<file path="config.mk">
export PLATFORM = sky130hd
export DESIGN_NAME = lcd_host_if
export DESIGN_NICKNAME = d
export VERILOG_FILES = /design/src/rtl/lcd_pkg.sv /design/src/rtl/lcd_bus_rx.sv /design/src/rtl/lcd_sp_ram.sv /design/src/rtl/lcd_host_if.sv
export SDC_FILE = /design/constraint.sdc
export NUM_CORES = 1
export LEC_CHECK = 0
export ABC_AREA = 0
export BUFFER_PORTS_ARGS = -buffer_cell sky130_fd_sc_hd__buf_2
export CAP_MARGIN = 15
export CORE_ASPECT_RATIO = 1.2
export CORE_MARGIN = 2
export CORE_UTILIZATION = 25
export DETAILED_ROUTE_END_ITERATION = 16
export PLACE_DENSITY = 0.48
export SLEW_MARGIN = 25
export SYNTH_ARGS = -nofsm -noshare
export SYNTH_HDL_FRONTEND = slang
export SYNTH_HIERARCHICAL = 1
export SYNTH_SLANG_ARGS = --single-unit
</file>
<file path="constraint.sdc">
create_clock -name clk -period 6.3 [get_ports clk]
set_input_delay 0.63 -clock clk [delete_from_list [all_inputs] [get_ports clk]]
set_output_delay 0.63 -clock clk [all_outputs]
set_load 0.02 [all_outputs]
</file>
<file path="src/rtl/lcd_pkg.sv">
package lcd_pkg;
  typedef enum logic {TGT_DD = 1'b0, TGT_CG = 1'b1} ram_tgt_e;
  // encoded as {rs, rw}
  typedef enum logic [1:0] {
    OP_INSTR = 2'b00,
    OP_STAT  = 2'b01,
    OP_WR    = 2'b10,
    OP_RD    = 2'b11
  } bus_op_e;
  typedef struct packed {
    bus_op_e    op;
    logic [7:0] data;
  } xfer_t;
endpackage

</file>
<file path="src/rtl/lcd_bus_rx.sv">
module lcd_bus_rx import lcd_pkg::*; #(
  parameter int DW = 8
) (
  input  logic          clk,
  input  logic          rst,
  input  logic          en,
  input  logic          rs,
  input  logic          rw,
  input  logic [DW-1:0] db,
  input  logic          dl,
  output logic          phase,
  output logic          done,
  output xfer_t         xfer
);
  localparam int HW = DW / 2;

  logic          e_d;
  logic          dl_d;
  logic [HW-1:0] hi;

  always_ff @(posedge clk) begin
    if (rst) begin
      e_d   <= 1'b0;
      dl_d  <= 1'b1;
      phase <= 1'b0;
      done  <= 1'b0;
      hi    <= '0;
      xfer  <= '0;
    end else begin
      e_d  <= en;
      dl_d <= dl;
      done <= 1'b0;
      if (dl != dl_d) begin
        phase <= 1'b0;
      end else if (e_d && !en) begin
        if (dl) begin
          done <= 1'b1;
          xfer <= '{op: bus_op_e'({rs, rw}), data: db};
        end else if (!phase) begin
          phase <= 1'b1;
          hi    <= db[DW-1:HW];
        end else begin
          phase <= 1'b0;
          done  <= 1'b1;
          xfer  <= '{op: bus_op_e'({rs, rw}), data: {hi, db[DW-1:HW]}};
        end
      end
    end
  end
endmodule

</file>
<file path="src/rtl/lcd_sp_ram.sv">
module lcd_sp_ram #(
  parameter int AW = 7,
  parameter int DW = 8
) (
  input  logic          clk,
  input  logic          we,
  input  logic [AW-1:0] addr,
  input  logic [DW-1:0] wdata,
  output logic [DW-1:0] rdata
);
  localparam int DEPTH = 2 ** AW;

  logic [DW-1:0] mem [DEPTH];

  always_ff @(posedge clk) begin
    if (we) mem[addr] <= wdata;
    rdata <= mem[addr];
  end
endmodule

</file>
<file path="src/rtl/lcd_host_if.sv">
module lcd_host_if import lcd_pkg::*; #(
  parameter int AW       = 7,
  parameter int CG_AW    = 6,
  parameter int CG_DW    = 5,
  parameter int DW       = 8,
  parameter int BUSY_CYC = 4
) (
  input  logic          clk,
  input  logic          rst,
  input  logic          en,
  input  logic          rs,
  input  logic          rw,
  input  logic [DW-1:0] db_in,
  output logic [DW-1:0] db_out,
  output logic          db_oe,
  output logic          busy
);
  localparam int HW = DW / 2;
  localparam int CW = $clog2(BUSY_CYC + 1);

  logic          rx_done;
  logic          rx_phase;
  xfer_t         rx_xfer;
  logic [AW-1:0] ac;
  ram_tgt_e      tgt;
  logic          inc;
  logic          dl;
  logic [DW-1:0] dr;
  logic [CW-1:0] bcnt;
  logic          rl1, rl2;
  logic          busy_w;
  logic          accept;
  logic [AW-1:0] ac_step;
  logic          dd_we, cg_we;
  logic [DW-1:0]    dd_q;
  logic [CG_DW-1:0] cg_q;
  logic [DW-1:0] rd_byte;

  lcd_bus_rx #(.DW(DW)) u_rx (
    .clk(clk), .rst(rst), .en(en), .rs(rs), .rw(rw), .db(db_in),
    .dl(dl), .phase(rx_phase), .done(rx_done), .xfer(rx_xfer)
  );

  assign busy_w  = (bcnt != '0);
  assign busy    = busy_w;
  assign accept  = rx_done && !busy_w && (rx_xfer.op != OP_STAT);
  assign ac_step = inc ? ac + 1'b1 : ac - 1'b1;
  assign dd_we   = accept && (rx_xfer.op == OP_WR) && (tgt == TGT_DD);
  assign cg_we   = accept && (rx_xfer.op == OP_WR) && (tgt == TGT_CG);

  lcd_sp_ram #(.AW(AW), .DW(DW)) u_ddram (
    .clk(clk), .we(dd_we), .addr(ac), .wdata(rx_xfer.data), .rdata(dd_q)
  );

  lcd_sp_ram #(.AW(CG_AW), .DW(CG_DW)) u_cgram (
    .clk(clk), .we(cg_we), .addr(ac[CG_AW-1:0]),
    .wdata(rx_xfer.data[CG_DW-1:0]), .rdata(cg_q)
  );

  // instruction, counter and data register sequencing
  always_ff @(posedge clk) begin
    if (rst) begin
      ac   <= '0;
      tgt  <= TGT_DD;
      inc  <= 1'b1;
      dl   <= 1'b1;
      dr   <= '0;
      bcnt <= '0;
      rl1  <= 1'b0;
      rl2  <= 1'b0;
    end else begin
      rl2 <= rl1;
      rl1 <= 1'b0;
      if (busy_w) bcnt <= bcnt - 1'b1;
      if (rl2) dr <= (tgt == TGT_CG) ? DW'(cg_q) : dd_q;
      if (accept) begin
        bcnt <= CW'(BUSY_CYC);
        unique case (rx_xfer.op)
          OP_WR: ac <= ac_step;
          OP_RD: begin
            ac  <= ac_step;
            rl1 <= 1'b1;
          end
          OP_INSTR: begin
            if (rx_xfer.data[7]) begin
              ac  <= rx_xfer.data[AW-1:0];
              tgt <= TGT_DD;
              rl1 <= 1'b1;
            end else if (rx_xfer.data[6]) begin
              ac[CG_AW-1:0] <= rx_xfer.data[CG_AW-1:0];
              tgt <= TGT_CG;
              rl1 <= 1'b1;
            end else if (rx_xfer.data[5]) begin
              dl <= rx_xfer.data[4];
            end else if (rx_xfer.data[7:2] == 6'b000001) begin
              inc <= rx_xfer.data[1];
            end
          end
          OP_STAT: ;
        endcase
      end
    end
  end

  // registered read-back path
  assign rd_byte = rs ? dr : DW'({busy_w, ac});

  always_ff @(posedge clk) begin
    if (rst) begin
      db_out <= '0;
      db_oe  <= 1'b0;
    end else begin
      db_oe <= en && rw;
      if (!(en && rw))  db_out <= '0;
      else if (dl)      db_out <= rd_byte;
      else if (rx_phase) db_out <= {rd_byte[HW-1:0], {HW{1'b0}}};
      else              db_out <= {rd_byte[DW-1:HW], {HW{1'b0}}};
    end
  end
endmodule

</file>
# After elaboration in Yosys (flattened, before gate mapping)
# Memory sizes are Yosys's and may differ from the RTL's. A register that Yosys moved wholly into a read port is not among the register bits.
# Cells that the tools add are included.
[classes]
bitwise = 10
reduce_logical = 29
add_sub_neg = 3
n_mux = 25
n_eq_ne = 7
[op_table]
columns = ["op", "count"]
rows = [
  ["$mux W8", 4],
  ["$mux W10", 2],
  ["$pmux W7 S2", 1],
  ["$mux W1", 12],
  ["$mux W6", 2],
  ["$reduce_and A3 Y1", 4],
  ["$not A1 Y1", 10],
  ["$reduce_or A2 Y1", 5],
  ["$reduce_bool A2 Y1", 4],
  ["$add A7 B1 Y7 const B", 1],
  ["$logic_and A1 B1 Y1", 7],
  ["$mux W7", 1],
  ["$sub A7 B1 Y7 const B", 1],
  ["$eq A6 B1 Y1 const B", 1],
  ["$mux W3", 2],
  ["$reduce_and A6 Y1", 1],
  ["$reduce_and A5 Y1", 1],
  ["$eq A2 B2 Y1 const B", 2],
  ["$ne A2 B1 Y1 const B", 2],
  ["$reduce_and A4 Y1", 1],
  ["$ne A3 B1 Y1 const B", 1],
  ["$reduce_bool A3 Y1", 1],
  ["$reduce_or A3 Y1", 1],
  ["$sub A3 B1 Y3 const B", 1],
  ["other kinds (5)", 6],
]
[totals]
mem_count = 2
in_bits = 13
wordCells = 95
ramBits = 1344
ff_bits = 50
out_inout_bits = 10
[mem_list]
columns = ["name", "depth", "word_bits", "read_ports", "rd_ports_with_merged_regs", "wr", "line_no", "text"]
rows = [
  ["u_ddram.mem", 128, 8, 1, 1, 1, "lcd_sp_ram.sv:13", "logic [DW-1:0] mem [DEPTH];"],
  ["u_cgram.mem", 64, 5, 1, 1, 1, "lcd_sp_ram.sv:13", ""],
]

# Depth between registers and ports, before layout
# Gate-level depths: netlist (run 1).
[logic_depth]
word_depth = 8
mapped_depth = 13
mapped_depth_nobuf = 9

# By module
# The synthesis (run 1) kept the hierarchy.
[by_module_without_submodules]
columns = ["mod", "area_each_um2", "cells_per_inst", "instances"]
rows = [
  ["lcd_sp_ram at u_ddram", 40433.8, 2475, 1],
  ["lcd_sp_ram at u_cgram", 12853.6, 801, 1],
  ["lcd_host_if", 1801.7, 189, 1],
  ["lcd_bus_rx", 757.0, 80, 1],
]

# Worst setup path before layout (run 1)
# Ideal clock, no wire load.
[synth_timing]
path_kind = "register -> register"
start = "register u_rx/xfer[2] in the netlist's numbering"
end = "register inc"
n_path_buf = 0
t_arrival_ns = 3.462
required_ns = 6.228
setup_slack_ns = 2.767
path_stages_with_launch = 5
setup_ns = 0.072
cell_sequence = "dfxtp_1 > nor4b_1 > nand4_1 > mux2i_1 > nand2_1"
[synth_between]
elab_chain_len = 2
[synth_rtl]
columns = ["element", "line_no", "text"]
rows = [
  ["from (decl)", "lcd_bus_rx.sv:13", "output xfer_t xfer"],
  ["from (signal assigned)", "lcd_bus_rx.sv:38", "xfer <= '{op: bus_op_e'({rs, rw}), data: db};"],
  ["from (signal assigned)", "lcd_bus_rx.sv:45", "xfer <= '{op: bus_op_e'({rs, rw}), data: {hi, db[DW-1:HW]}};"],
  ["$eq A6 B1 Y1", "lcd_host_if.sv:95", "end else if (rx_xfer.data[7:2] == 6'b000001) begin"],
  ["$reduce_and A6 Y1 (no line)", "n/a", ""],
  ["to (signal assigned)", "lcd_host_if.sv:96", "inc <= rx_xfer.data[1];"],
  ["to (decl)", "lcd_host_if.sv:26", "logic inc;"],
]
# Every way passes these cells.
# A chain may end at the register's enable or synchronous reset.

==> metrics, run 1 <==
crit path time final 4790 ps; design area 63600 um2; Max clock buf depth 3; ANT nets after route 0; Synth top area share 0.723; Finish-stage setup viols 0; First-pass DRT Iterations 5; chip height 522 um; Post-CTS Hold Fix Bufs 0; top cells by area, synth edfxtp_1, a221oi_1, nor2_1, dfxtp_1, mux2i_1; DR vias 33800; Yosys reg bits 1407; die area 227000 um2; Arrival @ worst endpoint 5390 ps; core area 223000 um2; Setup Skew 26.9 ps; Slew HR 0.241; CP Cell Sequence clkinv_2 > nand2_1 > o22ai_1 > a221oi_1 > o22ai_1 > o41ai_1 > nand4_1; Max VDD drop 0.264 mV; Mapped Cells 3545; initial DRC count 3435; worst-margin pin slew 1140 ps; WS Path Type flip-flop to flip-flop; crit share post-route 0.761; DP Wirelength 105000 um; Routed WL 178000 um; setup TNS 0 ps; Cell variety after synth 95; CP startpoint ac[0]$_SDFFE_PP0P_; Setup Fix Bufs, Post-CTS 0; most frequent cells in the layout edfxtp_1, nor2_1, a221oi_1, a21oi_1, clkbuf_16; post-route insts no fill 6620; FP Rows 190; Die X-Extent 435 um; Cell Area, Placed 59200 um2; hold_sp en; Synth Area per Inst 15.8 um2; GRT overflow 0; Final GP Congestion 0.891; Num CTS Buffers 143; footprint of the multi-input gates 12800 um2; slowest CP cell clkinv_2; WP data required 6900 ps; cell accounting for the most synthesized area edfxtp_1; placed cells 6363; CP Max Fanout 47; crit-path max cell delay 1000 ps; most used cell, CP o22ai_1; ys flop type edfxtp_1; Synth async-reset ratio 0; CP Launch Type flip-flop; sequential standard cell area 41700 um2; initial core utilization 0.251; hold crit path type primary input to flip-flop; Buffers on Ports 22; register area share after synthesis 0.745; final slew viol count 0; post_cts resized 0; CP Capture Type flip-flop; maximum capacitance violations 0; mapped cell area 55800 um2; outcome completed; Ys Warns 6; number of global-route vias before repair 33500; nets 3558; Final Hold Fails 0; Total Routing Usage GR 0.153; largest net degree at the start of global routing 158; Post-synth EDFFs 1344; Clk Latency, worst-skew pair 780 ps; Clock Sinks 1407; Area Overhead vs Synth 14.0%; first-pass GRT wire length 254000 um; CTS tree done; vias per std cell 5.10; Layout fillers 22300; Pleak 19.3 nW; Worst R2R Start ac[0]$_SDFFE_PP0P_; Pwr Density 299 nW/um2; upper clock frequency limit 209 MHz; commonest non-fill, non-tap cell in the layout edfxtp_1; clk root buf clkbuf_16; RSZ-0062 raised after global routing no; Syn Nets 3571; clock-pin transition on the worst setup and hold timing paths 60 ps; Top Ports 23; share of cells above drive strength 1 0.133; WL/cell 26.9 um; reg2reg setup slack 1510 ps; DRC Markers 0; antenna violations before repair 2; H-tree lvl count 4
-- worst paths after layout --
kind                                   end  cells after the start
hold reg to reg             rl2$_SDFF_PP0_                      1
setup reg to reg  u_ddram/rdata[0]$_DFF_P_                      7
setup / recovery  u_ddram/rdata[0]$_DFF_P_                      7
hold / removal         u_rx/e_d$_SDFF_PP0_                      2
-- synth_stat cells, types with 25 or more instances --
| master | instances |
|---|---|
| mux2i_1 | 110 |
| nand3_1 | 29 |
| edfxtp_1 | 1344 |
| nor2b_1 | 27 |
| dfxtp_1 | 63 |
| nor2_1 | 376 |
| o22ai_1 | 40 |
| a21oi_1 | 155 |
| a22o_1 | 48 |
| nor3_1 | 41 |
| a22oi_1 | 129 |
| a221o_1 | 25 |
| clkbuf_1 | 93 |
| nand2_1 | 130 |
| buf_6 | 34 |
| o21ai_0 | 102 |
| mux2_2 | 74 |
| buf_2 | 111 |
| a221oi_1 | 258 |
-- cells by family (layout without fill, tap and decap cells) --
group           Yosys count  after routing  share of synthesized area
compound gates          920            920                      0.123
xor+xnor                  2              2                   0.000314
fa+ha+maj                13             13                    0.00305
buf+inv                 290            387                     0.0278
flops                  1407           1407                      0.745
mux                     208            208                     0.0434
other cells               0              2                          0
simple gates            705            705                     0.0574
-- per-layer routing --
| metal | track usage | share of wire | routed length (um) | up-vias |
|---|---|---|---|---|
| li1 | - | - | - | 14300 |
| met1 | 0.196 | 0.41 | 72600 | 18000 |
| met2 | 0.258 | 0.49 | 87900 | 1239 |
| met3 | 0.0201 | 0.055 | 9840 | 307 |
| met4 | 0.0671 | 0.043 | 7700 | 0 |
| met5 | 0 | 0 | 0 | - |
-- flip-flops by register name (all words and copies together) (netlist names), 3 cells and up --
name,cells
ac,7
bcnt,3
db_out,8
dr,8
u_cgram/mem,320
u_cgram/rdata,5
u_ddram/mem,1024
u_ddram/rdata,8
u_rx/hi,4
u_rx/xfer,10
-- final cells by class --
class	count	area share
multi-input combinational	1848	0.201
clock buffer	188	0.0617
tap	2976	0.0585
inverter	18	0.00112
clock inverter	67	0.00818
sequential	1407	0.655
antenna	2	0.0000786
timing repair buffer	114	0.0147
-- report_power, final --
part	total, mW	internal, mW	switching (mW)
sequential	10.3	10.2	0.0672
combinational	0.448	0.109	0.338
clock	8.25	4.67	3.58
total	19.0	15.0	3.99
-- through the flow --
step | power [mW] | hold WS [ps] | util | setup slack, ps
after floorplan | 10.7 | 414 | - | 2770
after global placement | 11.0 | 430 | 0.266 | 1580
after detailed placement | 11.0 | 429 | 0.266 | 1480
after CTS | 19.2 | 68.7 | 0.286 | 1460
after global routing | 19.5 | 114 | 0.286 | 1350
final | 19.0 | 126 | 0.286 | 1510
-- worst max-delay path, delay by kind of cell, from the launching register on --
kind	cells	cell delay, ps
compound gates	4	1620
simple gates	2	1070
buf+inv	1	1000
flops	1	870
Note: power is estimated with default switching activity, not from simulation.
==> run 2: changes to the inputs <==
clock period = 4.8 ns   (was 6.3 ns; I/O delays follow)
==> run 2 against run 1 <==
  * Maximum frequency grew 12%
  * Sequential power up 31%
  * Clock skew grew 0.96 ps
  * Design area up 1.1%
  * Highest routed layer unchanged
==> metrics, run 2 (synthesized netlist as in run 1, its figures left out) <==
crit share post-route 0.893 (+0.132); setup TNS 0 ps (unchanged); Internal Pwr Total 19.7 mW (+31%); Clk pwr share 0.434 (about the same); vias per std cell 5.02 (-1.5%); initial DRC count 3463 (+0.82%); nets 3637 (+2.2%); Worst Hold Slack 145 ps (+18.8 ps); Max clock buf depth 3 (unchanged); outcome completed; Pwr Density 388 nW/um2 (+30%); most frequent cells in the layout edfxtp_1, nor2_1, a221oi_1, a21oi_1, clkbuf_16; DP Wirelength 110000 um (+4.3%); Max VDD drop 0.305 mV (+15%); CTS tree done; met3 wire len 10300 um (+4.4%); Area Overhead vs Synth 15.2%; crit-path max cell delay 950 ps (-50 ps); Arrival @ worst endpoint 4920 ps (-470 ps); Reg power frac 0.542 (about the same); clock-pin transition on the worst setup and hold timing paths 60 ps (about the same); CP Max Fanout 35 (-26%); DRC Markers 0 (unchanged); First-pass DRT Iterations 5 (unchanged); Total Routing Usage GR 0.154 (+0.00131); met2 wire length 90000 um (+2.3%); chip height 522 um (unchanged); WL/cell 26.8 um (-0.41%); final total power 25.0 mW (+31%); WL met1 72600 um (about the same); Pleak 19.8 nW (+2.2%); Clk Latency, worst-skew pair 790 ps (about the same); WP data required 5430 ps (-1470 ps); Worst path top cell family by delay compound AO/OA/AOI/OAI gates; commonest non-fill, non-tap cell in the layout edfxtp_1; reg2reg end u_ddram/rdata[3]$_DFF_P_; reg2reg setup slack 510 ps (-990 ps); Setup Fix Bufs, Post-CTS 0 (unchanged); switching power share of the total 0.210 (about the same); Routed WL 179000 um (+0.77%); core area 223000 um2 (unchanged); Buffers on Ports 22 (unchanged); Post-CTS Hold Fix Bufs 10 (+10); Setup Skew 27.9 ps (+0.960 ps); Final Hold Fails 0 (unchanged); post_cts resized 0 (unchanged); CP startpoint ac[2]$_SDFFE_PP0P_; share of cells above drive strength 1 0.144 (+0.0112); reg2reg path depth 7 (unchanged); Slew HR 0.258 (+0.0167); initial core utilization 0.251 (unchanged); die area 227000 um2 (unchanged); first-pass GRT wire length 255000 um (+0.41%); max reg flops 1024 (unchanged); Comb pwr share 0.024 (about the same); maximum capacitance violations 0 (unchanged); CP Launch Type flip-flop; Worst R2R Start ac[2]$_SDFFE_PP0P_; Final GP Congestion 0.851 (-4.6%); CP Cell Sequence inv_2 > nand2_1 > o22ai_1 > a221oi_1 > o22ai_1 > o31ai_1 > nand4_1; Final Util 0.289 (+0.00302); GRT overflow 0 (unchanged); placed cells 6432 (+1.1%); Top Ports 23 (unchanged); post-route insts no fill 6699 (+1.2%); RSZ-0062 raised after global routing no; Psw 5.23 mW (+31%); Critical Path End u_ddram/rdata[3]$_DFF_P_; antenna violations before repair 2 (unchanged); crit path time final 4290 ps (-507 ps); WP buf/inv 1 (unchanged); FP Rows 190 (unchanged); Finish-stage setup viols 0 (unchanged); top flop regs u_ddram/mem: 1024 flops, u_cgram/mem: 320 flops, u_rx/xfer: 10 flops; worst-margin pin slew 1110 ps (-25.3 ps); Clock Sinks 1407 (unchanged); slowest CP cell nand2_1; max layer used met4; number of global-route vias before repair 33400 (-0.32%); largest net degree at the start of global routing 124 (-22%); upper clock frequency limit 233 MHz (+12%); H-tree lvl count 4 (unchanged); Die X-Extent 435 um (unchanged); final slew viol count 0 (unchanged); hold crit path type primary input to flip-flop; DR vias 33600 (-0.31%); Biggest register u_ddram/mem; clk root buf clkbuf_16; most used cell, CP o22ai_1; CP Capture Type flip-flop; WS Path Type flip-flop to flip-flop; ANT nets after route 0 (unchanged); Num CTS Buffers 143 (unchanged); critical path depth 7 (unchanged)
[run 2: cell type report]
cell class	instances	area, um2
inverters	18	71.3
flip-flops and latches	1407	41700
clock inverters	77	599
diodes	2	5.00
well taps	2976	3720
multi-input cells	1848	12800
clock buffers	178	3840
repair buffers	193	1660
fillers	22200	158000
[run 2: worst min-delay path by stage]
stage	slack, ps	cells after the start	from	endpoint
floorplan	410	1	rl1$_SDFF_PP0_	rl2$_SDFF_PP0_
global placement	430	1	rl1$_SDFF_PP0_	rl2$_SDFF_PP0_
detailed placement	440	1	rl1$_SDFF_PP0_	rl2$_SDFF_PP0_
CTS	100	3	rs	u_rx/xfer[9]$_SDFFE_PP0P_
global route	160	3	rs	u_rx/xfer[9]$_SDFFE_PP0P_
finish	140	3	rs	u_rx/xfer[9]$_SDFFE_PP0P_
[run 2: power by group through the flow]
stage	clock, mW	sequential, mW	combinational, mW
floorplan	0	13.8	0.269
global placement	0	13.8	0.603
detailed placement	0	13.8	0.601
CTS	11.0	13.5	0.610
global route	11.5	13.5	0.641
finish	10.8	13.5	0.604
[run 2: worst register-to-register path, stage by stage, from the launching register on]
cell and delay, ps:
dfxtp_4 790, inv_2 490, nand2_1 950, o22ai_1 220
a221oi_1 710, o22ai_1 250, o31ai_1 510, nand4_1 220
[run 2: routing by layer]
metal,vias to the layer above,track usage
met3,283,0.0225
met2,1218,0.267
met1,17700,0.193
met4,0,0.0581
met5,-,0
li1,14400,-
[run 2: through the flow]
stage | cell area [um2] | setup WS, ps
finish | 64300 | 513
global route | 64300 | 562
CTS | 64300 | 585
detailed placement | 59800 | 647
global placement | 59800 | 253
floorplan | 55800 | 1270
